File: src/rtl/phyb_pkg.sv
package phyb_pkg;
   typedef enum logic {
      XS_IDLE = 1'b0,
      XS_WAIT = 1'b1
   } xact_state_t;
endpackage

File: src/rtl/phyb_host_regs.sv
module phyb_host_regs #(
   parameter int          ADDR_W     = 12,
   parameter int          HOST_W     = 16,
   parameter int          PHY_AW     = 8,
   parameter int          PHY_DW     = 8,
   parameter logic [11:0] CMD_OFS    = 12'h300,
   parameter logic [11:0] DATA_OFS   = 12'h304,
   parameter bit          KEEP_UPPER = 1'b0
) (
   input  logic              clk,
   input  logic              rst_n,
   input  logic              hst_sel,
   input  logic              hst_wr,
   input  logic [ADDR_W-1:0] hst_addr,
   input  logic [HOST_W-1:0] hst_wdata,
   output logic [HOST_W-1:0] hst_rdata,
   input  logic              busy,
   input  logic              cap_vld,
   input  logic [PHY_DW-1:0] cap_data,
   output logic              cmd_go,
   output logic [PHY_AW-1:0] go_ofs,
   output logic              go_we,
   output logic [PHY_DW-1:0] stage_data
);
   localparam int WFLAG_BIT = PHY_AW;
   localparam int CMD_USED  = PHY_AW + 2;
   localparam int PAD_CMD   = HOST_W - CMD_USED;
   localparam int PAD_DATA  = HOST_W - PHY_DW;

   logic [PHY_AW-1:0] ofs_q;
   logic              we_q;
   logic [HOST_W-1:0] data_q;
   logic [HOST_W-1:0] cap_word;
   logic              cmd_hit, data_hit;

   assign cmd_hit  = hst_sel && hst_wr && (hst_addr == CMD_OFS[ADDR_W-1:0]);
   assign data_hit = hst_sel && hst_wr && (hst_addr == DATA_OFS[ADDR_W-1:0]);
   assign cmd_go   = cmd_hit && !busy;
   assign go_ofs   = hst_wdata[PHY_AW-1:0];
   assign go_we    = hst_wdata[WFLAG_BIT];
   assign stage_data = data_q[PHY_DW-1:0];

   generate
      if (KEEP_UPPER) begin : g_keep
         assign cap_word = {data_q[HOST_W-1:PHY_DW], cap_data};
      end else begin : g_zero
         assign cap_word = {{PAD_DATA{1'b0}}, cap_data};
      end
   endgenerate

   always_ff @(posedge clk or negedge rst_n) begin
      if (!rst_n) begin
         ofs_q  <= '0;
         we_q   <= 1'b0;
         data_q <= '0;
      end else begin
         if (cmd_go) begin
            ofs_q <= go_ofs;
            we_q  <= go_we;
         end
         if (cap_vld) begin
            data_q <= cap_word;
         end else if (data_hit && !busy) begin
            data_q <= hst_wdata;
         end
      end
   end

   always_comb begin
      if (hst_addr == CMD_OFS[ADDR_W-1:0]) begin
         hst_rdata = {{PAD_CMD{1'b0}}, busy, we_q, ofs_q};
      end else if (hst_addr == DATA_OFS[ADDR_W-1:0]) begin
         hst_rdata = data_q;
      end else begin
         hst_rdata = '0;
      end
   end
endmodule

File: src/rtl/phyb_xact_fsm.sv
module phyb_xact_fsm
   import phyb_pkg::*;
#(
   parameter int PHY_AW = 8,
   parameter int PHY_DW = 8
) (
   input  logic              clk,
   input  logic              rst_n,
   input  logic              cmd_go,
   input  logic [PHY_AW-1:0] go_ofs,
   input  logic              go_we,
   input  logic [PHY_DW-1:0] stage_data,
   output logic              busy,
   output logic              cap_vld,
   output logic [PHY_DW-1:0] cap_data,
   output logic              phy_req,
   output logic              phy_we,
   output logic [PHY_AW-1:0] phy_addr,
   output logic [PHY_DW-1:0] phy_wdata,
   input  logic              phy_ack,
   input  logic [PHY_DW-1:0] phy_rdata
);
   xact_state_t       state_q, state_d;
   logic              we_q;
   logic [PHY_AW-1:0] addr_q;
   logic [PHY_DW-1:0] wdata_q;

   always_comb begin
      state_d = state_q;
      unique case (state_q)
         XS_IDLE: if (cmd_go)  state_d = XS_WAIT;
         XS_WAIT: if (phy_ack) state_d = XS_IDLE;
         default: state_d = XS_IDLE;
      endcase
   end

   always_ff @(posedge clk or negedge rst_n) begin
      if (!rst_n) begin
         state_q <= XS_IDLE;
         we_q    <= 1'b0;
         addr_q  <= '0;
         wdata_q <= '0;
      end else begin
         state_q <= state_d;
         if (state_q == XS_IDLE && cmd_go) begin
            we_q    <= go_we;
            addr_q  <= go_ofs;
            wdata_q <= stage_data;
         end
      end
   end

   assign busy      = (state_q == XS_WAIT);
   assign phy_req   = busy;
   assign phy_we    = we_q;
   assign phy_addr  = addr_q;
   assign phy_wdata = wdata_q;
   assign cap_vld   = busy && phy_ack && !we_q;
   assign cap_data  = phy_rdata;
endmodule

File: src/rtl/phy_cmd_bridge.sv
module phy_cmd_bridge #(
   parameter int          ADDR_W     = 12,
   parameter int          HOST_W     = 16,
   parameter int          PHY_AW     = 8,
   parameter int          PHY_DW     = 8,
   parameter logic [11:0] CMD_OFS    = 12'h300,
   parameter logic [11:0] DATA_OFS   = 12'h304,
   parameter bit          KEEP_UPPER = 1'b0
) (
   input  logic              clk,
   input  logic              rst_n,
   input  logic              hst_sel,
   input  logic              hst_wr,
   input  logic [ADDR_W-1:0] hst_addr,
   input  logic [HOST_W-1:0] hst_wdata,
   output logic [HOST_W-1:0] hst_rdata,
   output logic              phy_req,
   output logic              phy_we,
   output logic [PHY_AW-1:0] phy_addr,
   output logic [PHY_DW-1:0] phy_wdata,
   input  logic              phy_ack,
   input  logic [PHY_DW-1:0] phy_rdata
);
   generate
      if (HOST_W <= PHY_AW + 2) begin : g_bad_cmd
         $error("HOST_W must exceed PHY_AW + 2");
      end
      if (HOST_W <= PHY_DW) begin : g_bad_data
         $error("HOST_W must exceed PHY_DW");
      end
      if (ADDR_W > 12) begin : g_bad_addr
         $error("ADDR_W is limited to the 12-bit offset parameters");
      end
      if (CMD_OFS == DATA_OFS) begin : g_bad_ofs
         $error("command and data offsets must differ");
      end
   endgenerate

   logic              busy, cap_vld, cmd_go, go_we;
   logic [PHY_DW-1:0] cap_data, stage_data;
   logic [PHY_AW-1:0] go_ofs;

   phyb_host_regs #(
      .ADDR_W(ADDR_W), .HOST_W(HOST_W), .PHY_AW(PHY_AW), .PHY_DW(PHY_DW),
      .CMD_OFS(CMD_OFS), .DATA_OFS(DATA_OFS), .KEEP_UPPER(KEEP_UPPER)
   ) i_regs (
      .clk(clk), .rst_n(rst_n),
      .hst_sel(hst_sel), .hst_wr(hst_wr), .hst_addr(hst_addr),
      .hst_wdata(hst_wdata), .hst_rdata(hst_rdata),
      .busy(busy), .cap_vld(cap_vld), .cap_data(cap_data),
      .cmd_go(cmd_go), .go_ofs(go_ofs), .go_we(go_we),
      .stage_data(stage_data)
   );

   phyb_xact_fsm #(
      .PHY_AW(PHY_AW), .PHY_DW(PHY_DW)
   ) i_fsm (
      .clk(clk), .rst_n(rst_n),
      .cmd_go(cmd_go), .go_ofs(go_ofs), .go_we(go_we),
      .stage_data(stage_data),
      .busy(busy), .cap_vld(cap_vld), .cap_data(cap_data),
      .phy_req(phy_req), .phy_we(phy_we), .phy_addr(phy_addr),
      .phy_wdata(phy_wdata), .phy_ack(phy_ack), .phy_rdata(phy_rdata)
   );
endmodule

File: config.mk
export PLATFORM = sky130hd
export DESIGN_NAME = phy_cmd_bridge
export DESIGN_NICKNAME = d
export VERILOG_FILES = /design/src/rtl/phyb_pkg.sv /design/src/rtl/phyb_host_regs.sv /design/src/rtl/phyb_xact_fsm.sv /design/src/rtl/phy_cmd_bridge.sv
export SDC_FILE = /design/constraint.sdc
export NUM_CORES = 1
export LEC_CHECK = 0
export BUFFER_PORTS_ARGS = -buffer_cell sky130_fd_sc_hd__buf_2
export CAP_MARGIN = 20
export CORE_UTILIZATION = 45
export CTS_CLUSTER_SIZE = 16
export DETAILED_ROUTE_END_ITERATION = 10
export PLACE_DENSITY_LB_ADDON = 0.05
export SLEW_MARGIN = 10
export SYNTH_ARGS = -nofsm -noshare
export SYNTH_HDL_FRONTEND = slang
export SYNTH_SLANG_ARGS = --single-unit
File: constraint.sdc
create_clock -name clk -period 3.3 [get_ports clk]
set_input_delay 0.33 -clock clk [delete_from_list [all_inputs] [get_ports clk]]
set_output_delay 0.33 -clock clk [all_outputs]
set_load 0.01 [all_outputs]
### Word level (Yosys, flattened, before mapping)

Cells that the tools add are included.

| word-level totals | value |
|---|---|
| register bits | 43 |
| output and inout port bits | 34 |

| operators by class | value |
|---|---|
| equal/unequal tests | 2 |
| mux-type cells | 7 |
| bitwise logic cells | 1 |
| reductions and logical operators | 11 |

Operators by type and width:

| operator | count |
|---|---|
| $mux W16 | 4 |
| $eq A12 B10 Y1 const B | 2 |
| $logic_and A1 B1 Y1 | 8 |
| $logic_not A1 Y1 | 2 |
| $mux W1 | 2 |
| $pmux W1 S2 | 1 |
| $reduce_bool A2 Y1 | 1 |
| $not A1 Y1 | 1 |

### Longest topological paths before layout

Gate-level depths: netlist (run 1).

| logic depth | value |
|---|---|
| depth in word-level cells | 5 |
| gate-level depth with buffers | 5 |

### Hierarchy

Synthesis (run 1) repeated with hierarchy kept, for this count alone.

| unflattened totals | value |
|---|---|
| cell total of the unflattened synthesis | 176 |
| area total of the unflattened synthesis | 2194.6 µm² |

Modules (own cells, without submodules):

| module | instances | cells an instance | area each (µm²) |
|---|---|---|---|
| phyb_host_regs | 1 | 125 | 1400.1 |
| phyb_xact_fsm | 1 | 51 | 794.5 |

### Worst setup path before layout (run 1)

Ideal clock, no wire load.

| timing path | value |
|---|---|
| kind | in2out |
| start | in hst_addr[5] |
| end | out hst_rdata[6] |
| arrival time | 1.812 ns |
| slack | 1.158 ns |
| stages | 4 |
| path buffers | 1 |
| cells stage by stage | or4_4 nor3_1 buf_2 a22o_1 |

| between the ends | value |
|---|---|
| cells in the longest elaborated chain, start to end | 3 |
| elaborated cells on any way between the ends | 4 |
| classes of those cells | eq/ne: 2; mux: 2 |

RTL lines:

| what | line | RTL |
|---|---|---|
| start: declaration | phy_cmd_bridge.sv:14 | `input logic [ADDR_W-1:0] hst_addr,` |
| $eq A12 B10 Y1 | phyb_host_regs.sv:72 | `end else if (hst_addr == DATA_OFS[ADDR_W-1:0]) begin` |
| $mux W16 | phyb_host_regs.sv:72 |  |
| $mux W16 (*) | phyb_host_regs.sv:70 | `if (hst_addr == CMD_OFS[ADDR_W-1:0]) begin` |
| end: declaration | phy_cmd_bridge.sv:16 | `output logic [HOST_W-1:0] hst_rdata,` |

Mark *: on every way between the ends. The rest lies on a longest branch, timed or not.

### Final worst setup path (run 1)

| timing path | value |
|---|---|
| start | in hst_addr[5] |
| end | out hst_rdata[5] |

The elaborated chain is that of the path after synthesis.

==> results of run 1 <==
==> registers in the layout, summed over array words and instances, names as in the netlist <==
name and flops:
i_fsm.busy 1, i_fsm.phy_wdata 8, i_regs.data_q 16, i_regs.ofs_q 8, i_regs.we_q 1
==> critical path, cell delays in order <==
cell and delay (ns):
buf_2 0.10, or4_4 0.57, nor3_4 0.51, a22o_1 0.22, buf_2 0.13
==> routing by layer <==
| metal | routed length [microns] | share of wire |
|---|---|---|
| met4 | 44 | 0.012 |
| met3 | 257 | 0.071 |
| met5 | 0 | 0 |
| met1 | 1430 | 0.39 |
| met2 | 1900 | 0.52 |
==> cell families after synthesis <==
group,Yosys count,synth area share
AO/OA/AOI/OAI,27,0.109
AND/OR/NAND/NOR,40,0.156
buffers and inverters,8,0.0261
flip-flops,34,0.538
multiplexers,25,0.172
==> cell usage after synthesis, drive strengths merged <==
cell     instances  area share
nand2           16       0.038
nand4            1       0.013
o21ai            9       0.028
and2             6       0.024
clkbuf           3      0.0071
dfrtp           34        0.54
nor3             2       0.013
mux2i            8       0.051
nor4             1       0.013
nand4bb          1      0.0071
a21oi            8       0.025
mux2            17        0.12
a22o            10       0.055
nor2             8       0.019
inv              1      0.0024
or4b             1      0.0063
or4              2       0.012
nand3b           2      0.0095
buf              4       0.017
==> layout make-up <==
| type | count | share of cell area |
|---|---|---|
| clock buffer | 6 | 0.0249 |
| clock inverter | 2 | 0.00608 |
| inverter | 1 | 0.00182 |
| multi-input combinational | 92 | 0.338 |
| sequential | 34 | 0.414 |
| tap | 46 | 0.0280 |
| timing repair buffer | 76 | 0.187 |
==> report_power, final <==
| part | switching (mW) | internal (mW) | total [mW] |
|---|---|---|---|
| Sequential | 0.00891 | 0.429 | 0.438 |
| Clock | 0.139 | 0.102 | 0.242 |
| Combinational | 0.0256 | 0.0276 | 0.0532 |
==> final timing paths <==
path / end / start / cells past startpoint / slack (ns)
min in group clk: i_fsm.busy / phy_ack / 2 / 0.19
min reg2reg: i_fsm.phy_wdata[5] / i_fsm.phy_wdata[5] / 1 / 0.52
max: hst_rdata[5] / hst_addr[5] / 5 / 1.11
max reg2reg: i_regs.data_q[7] / i_regs.we_q / 3 / 1.58
max in group asynchronous: i_fsm.phy_wdata[0] / rst_n / 1 / 2.75
min: i_regs.data_q[9] / rst_n / 1 / 0.05
==> flow_metrics.tcl, run 1 <==
set metrics [dict create \
    cts_sinks 34 \
    netlist_area_sq_um 1580 \
    insertion_delay_ns 0.33 \
    p_leak_nw 1.11 \
    path_class "in2out" \
    skew_ns 0.00625 \
    antennaDiodeCount 0 \
    synth_seq_area_share 0.538 \
    post-place-ws_ns 0.881 \
    setup_violations 0 \
    tns_ns 0 \
    instances_no_fill 257 \
    grt_pass1_vias 1269 \
    holdCritPathClass "in2async" \
    tightest_slew_ns 1.01 \
    grtUsageMet2 0.384 \
    drive_above_1_share 0.502 \
    power_mw 0.732 \
    regArea_sq_um 851 \
    rsz0062_at_grt "no" \
    crit_path_start_kind "input pin" \
    mostFrequentLayoutCells "buf_2, dfrtp_1, mux2_2" \
    max_freq_ghz 0.456 \
    h-tree-depth 2 \
    post_cts_resized 0 \
    hpwl_microns 2580 \
    finalCritPeriodShare 0.664 \
    die_w_microns 61.3 \
    rows 21 \
    routed_wl_microns 3630 \
    numCtsBuffers 5 \
    drt-wirelength-per-cell_microns 14.1 \
    stdcell_area_sq_um 2060 \
    vias_per_cell 5.11 \
    grt_busiest_layer "met2" \
    clk_path_buf_depth 2 \
    arrival_ns 1.86 \
    postRouteAntennaNets 0 \
    ios 75 \
    vdd_drop_max_mv 0.248 \
    cap_violations 0 \
    antenna_found_initial 0 \
    cts_tree "done" \
    status "finished clean" \
    nFillCells 316 \
    final_util 0.612 \
    yosysWarningCount 0 \
    drtPass1Iterations 4 \
    drc 0 \
    critPathRequiredTime_ns 2.97 \
    grt_util_met1 0.233 \
    start_util 0.471 \
    grt_max_degree 35 \
    syn_area_per_cell_sq_um 11.8 \
    cp_max_fo 11 \
    grtUsageMet3 0.0630 \
    power_density_nw_per_um2 356 \
    clkTransAtPathRegs_ns 0.10 \
    gr-total-overflow 0 \
    portBuffers 74 \
    slew_headroom 0.327 \
    finalHoldViolations 0 \
    synthCells 134 \
    final.setup.worst_slack_ns 1.11 \
    dp_cells 249 \
    synth_fp_nets 175 \
    grt_pass1_wl_microns 5560 \
    hold_buffers 0 \
    synth-seq-cells 34 \
    synth_cell_types 22 \
    layout_commonest_cell "buf_2" \
    track_usage 0.212 \
    gp_routability_congestion 0.715 \
    slew_violations 0 \
    fin_crit_ns 2.19 \
    whs_ns 0.0467 \
    core_sq_um 3360 \
    drt_iter0_markers 50 \
    die-area_sq_um 3760 \
    placed_area_sq_um 1990 \
    vias 1314 \
    multi_input_area_sq_um 696 \
    die_y_microns 61.3 \
    cts_setup_buffers 0 \
    fin_nets 251 \
    end_kind "output pin" \
    area_delta_synth_final_pct 30.0 \
    root_buffer "clkbuf_4" \
]
Power figures use the tool's default switching activity.
==> run 2, diff against run 1 <==
CORE_UTILIZATION = 41   (was 45)
clock period = 2 ns   (was 3.3 ns; I/O delays follow)
==> flow_metrics.tcl, run 2 (synthesized netlist as in run 1, its figures left out) <==
set metrics [dict create \
    regMostFlops "i_regs.data_q" \
    die_y_microns 64.1 \
    ff2ff_path_depth 5 \
    cts_tree "done" \
    portBuffers 74 \
    drive_above_1_share 0.502 \
    rrSetupSlack_ns 0.57 \
    antenna_found_initial 0 \
    vias_per_cell 4.95 \
    max_freq_ghz 0.539 \
    end_kind "output pin" \
    crit_path_start "hst_addr[5]" \
    drc 0 \
    antennaDiodeCount 0 \
    track_usage 0.194 \
    h-tree-depth 2 \
    holdCritPathClass "in2async" \
    drt_iter0_markers 36 \
    area_delta_synth_final_pct 33.3 \
    grt_pass1_wl_microns 5990 \
    gp_routability_congestion 0.688 \
    finalHoldViolations 0 \
    arrival_ns 1.66 \
    p_leak_nw 1.13 \
    gr-total-overflow 0 \
    root_buffer "clkbuf_8" \
    r2r-end "i_regs.data_q[4]" \
    rsz0062_at_grt "no" \
    timing.rr.start "i_fsm.busy" \
    skew_ns 0.00944 \
    rows 22 \
    cts_setup_buffers 0 \
    setup_violations 0 \
    drtPass1Iterations 4 \
    slew_headroom 0.493 \
    grt_pass1_vias 1325 \
    insertion_delay_ns 0.27 \
    grt_max_degree 35 \
    tns_ns 0 \
    cts_sinks 34 \
    cap_violations 0 \
    tightest_slew_ns 0.761 \
    layout_commonest_cell "buf_2" \
    die-area_sq_um 4110 \
    clk_path_buf_depth 2 \
    routed_wl_microns 3640 \
    postRouteAntennaNets 0 \
    ios 75 \
    instances_no_fill 261 \
    hpwl_microns 2590 \
    cp_max_fo 10 \
    fin_nets 253 \
    drt-wirelength-per-cell_microns 13.9 \
    mostFrequentLayoutCells "buf_2, dfrtp_1, mux2_2" \
    dp_cells 253 \
    vdd_drop_max_mv 0.608 \
    slew_violations 0 \
    hold_buffers 0 \
    fin_crit_ns 1.86 \
    die_w_microns 64.1 \
    numCtsBuffers 5 \
    status "finished clean" \
    path_class "in2out" \
    power_density_nw_per_um2 608 \
    start_util 0.429 \
    core_sq_um 3690 \
    vias 1293 \
    stdcell_area_sq_um 2110 \
    largest_reg_flops 16 \
    clkTransAtPathRegs_ns 0.07 \
    placed_area_sq_um 2020 \
    finalCritPeriodShare 0.928 \
    crit_path_start_kind "input pin" \
    post_cts_resized 0 \
    critPathRequiredTime_ns 1.80 \
]
==> run 2: area by class of cell <==
cell class	instances	area, sq um
sequential	34	851
tap	48	60.1
clock inverter	2	13.8
clock buffer	6	72.6
timing repair buffer	78	413
inverter	1	3.75
fill	335	1580
multi-input combinational	92	696
==> run 2: worst max path at each step <==
stage          cells past startpoint  slack (ns)                 end
2_1_floorplan                      4        0.12        hst_rdata[6]
6_report                           6        0.14        hst_rdata[6]
4_1_cts                            6        0.15        hst_rdata[6]
3_5_place_dp                       5        0.02         i_regs.we_q
3_3_place_gp                       5        0.06  i_fsm.phy_wdata[2]
5_1_grt                            6        0.12        hst_rdata[6]
==> run 2: metal layers <==
layer  share of wire  track usage  vias up
met5               0            0        -
met3           0.048       0.0536        6
met2            0.51        0.339       42
met4           0.017       0.0639        0
li1                -            -      635
met1            0.43        0.230      610
==> run 2: critical path: stages <==
cell and delay (ns):
buf_2 0.09, or4_4 0.57, nor3_4 0.23, buf_4 0.24, a22o_1 0.17, buf_2 0.14
==> run 2: where the power goes <==
group,internal (mW),switching [mW]
combinational,0.0456,0.0415
sequential,0.708,0.0156
clock,0.245,0.227
total,0.998,0.284
==> run 2: stage by stage <==
step                      setup WS [ns]   util  hold WS [ns]  power, mW
after floorplan                   0.118      -       -0.0956      0.760
after global placement           0.0603  0.549         0.308      0.820
after detailed placement         0.0244  0.549         0.317      0.826
after CTS                         0.147  0.572        0.0100       1.31
after global routing              0.117  0.572        0.0543       1.35
final                             0.144  0.572      0.000492       1.28
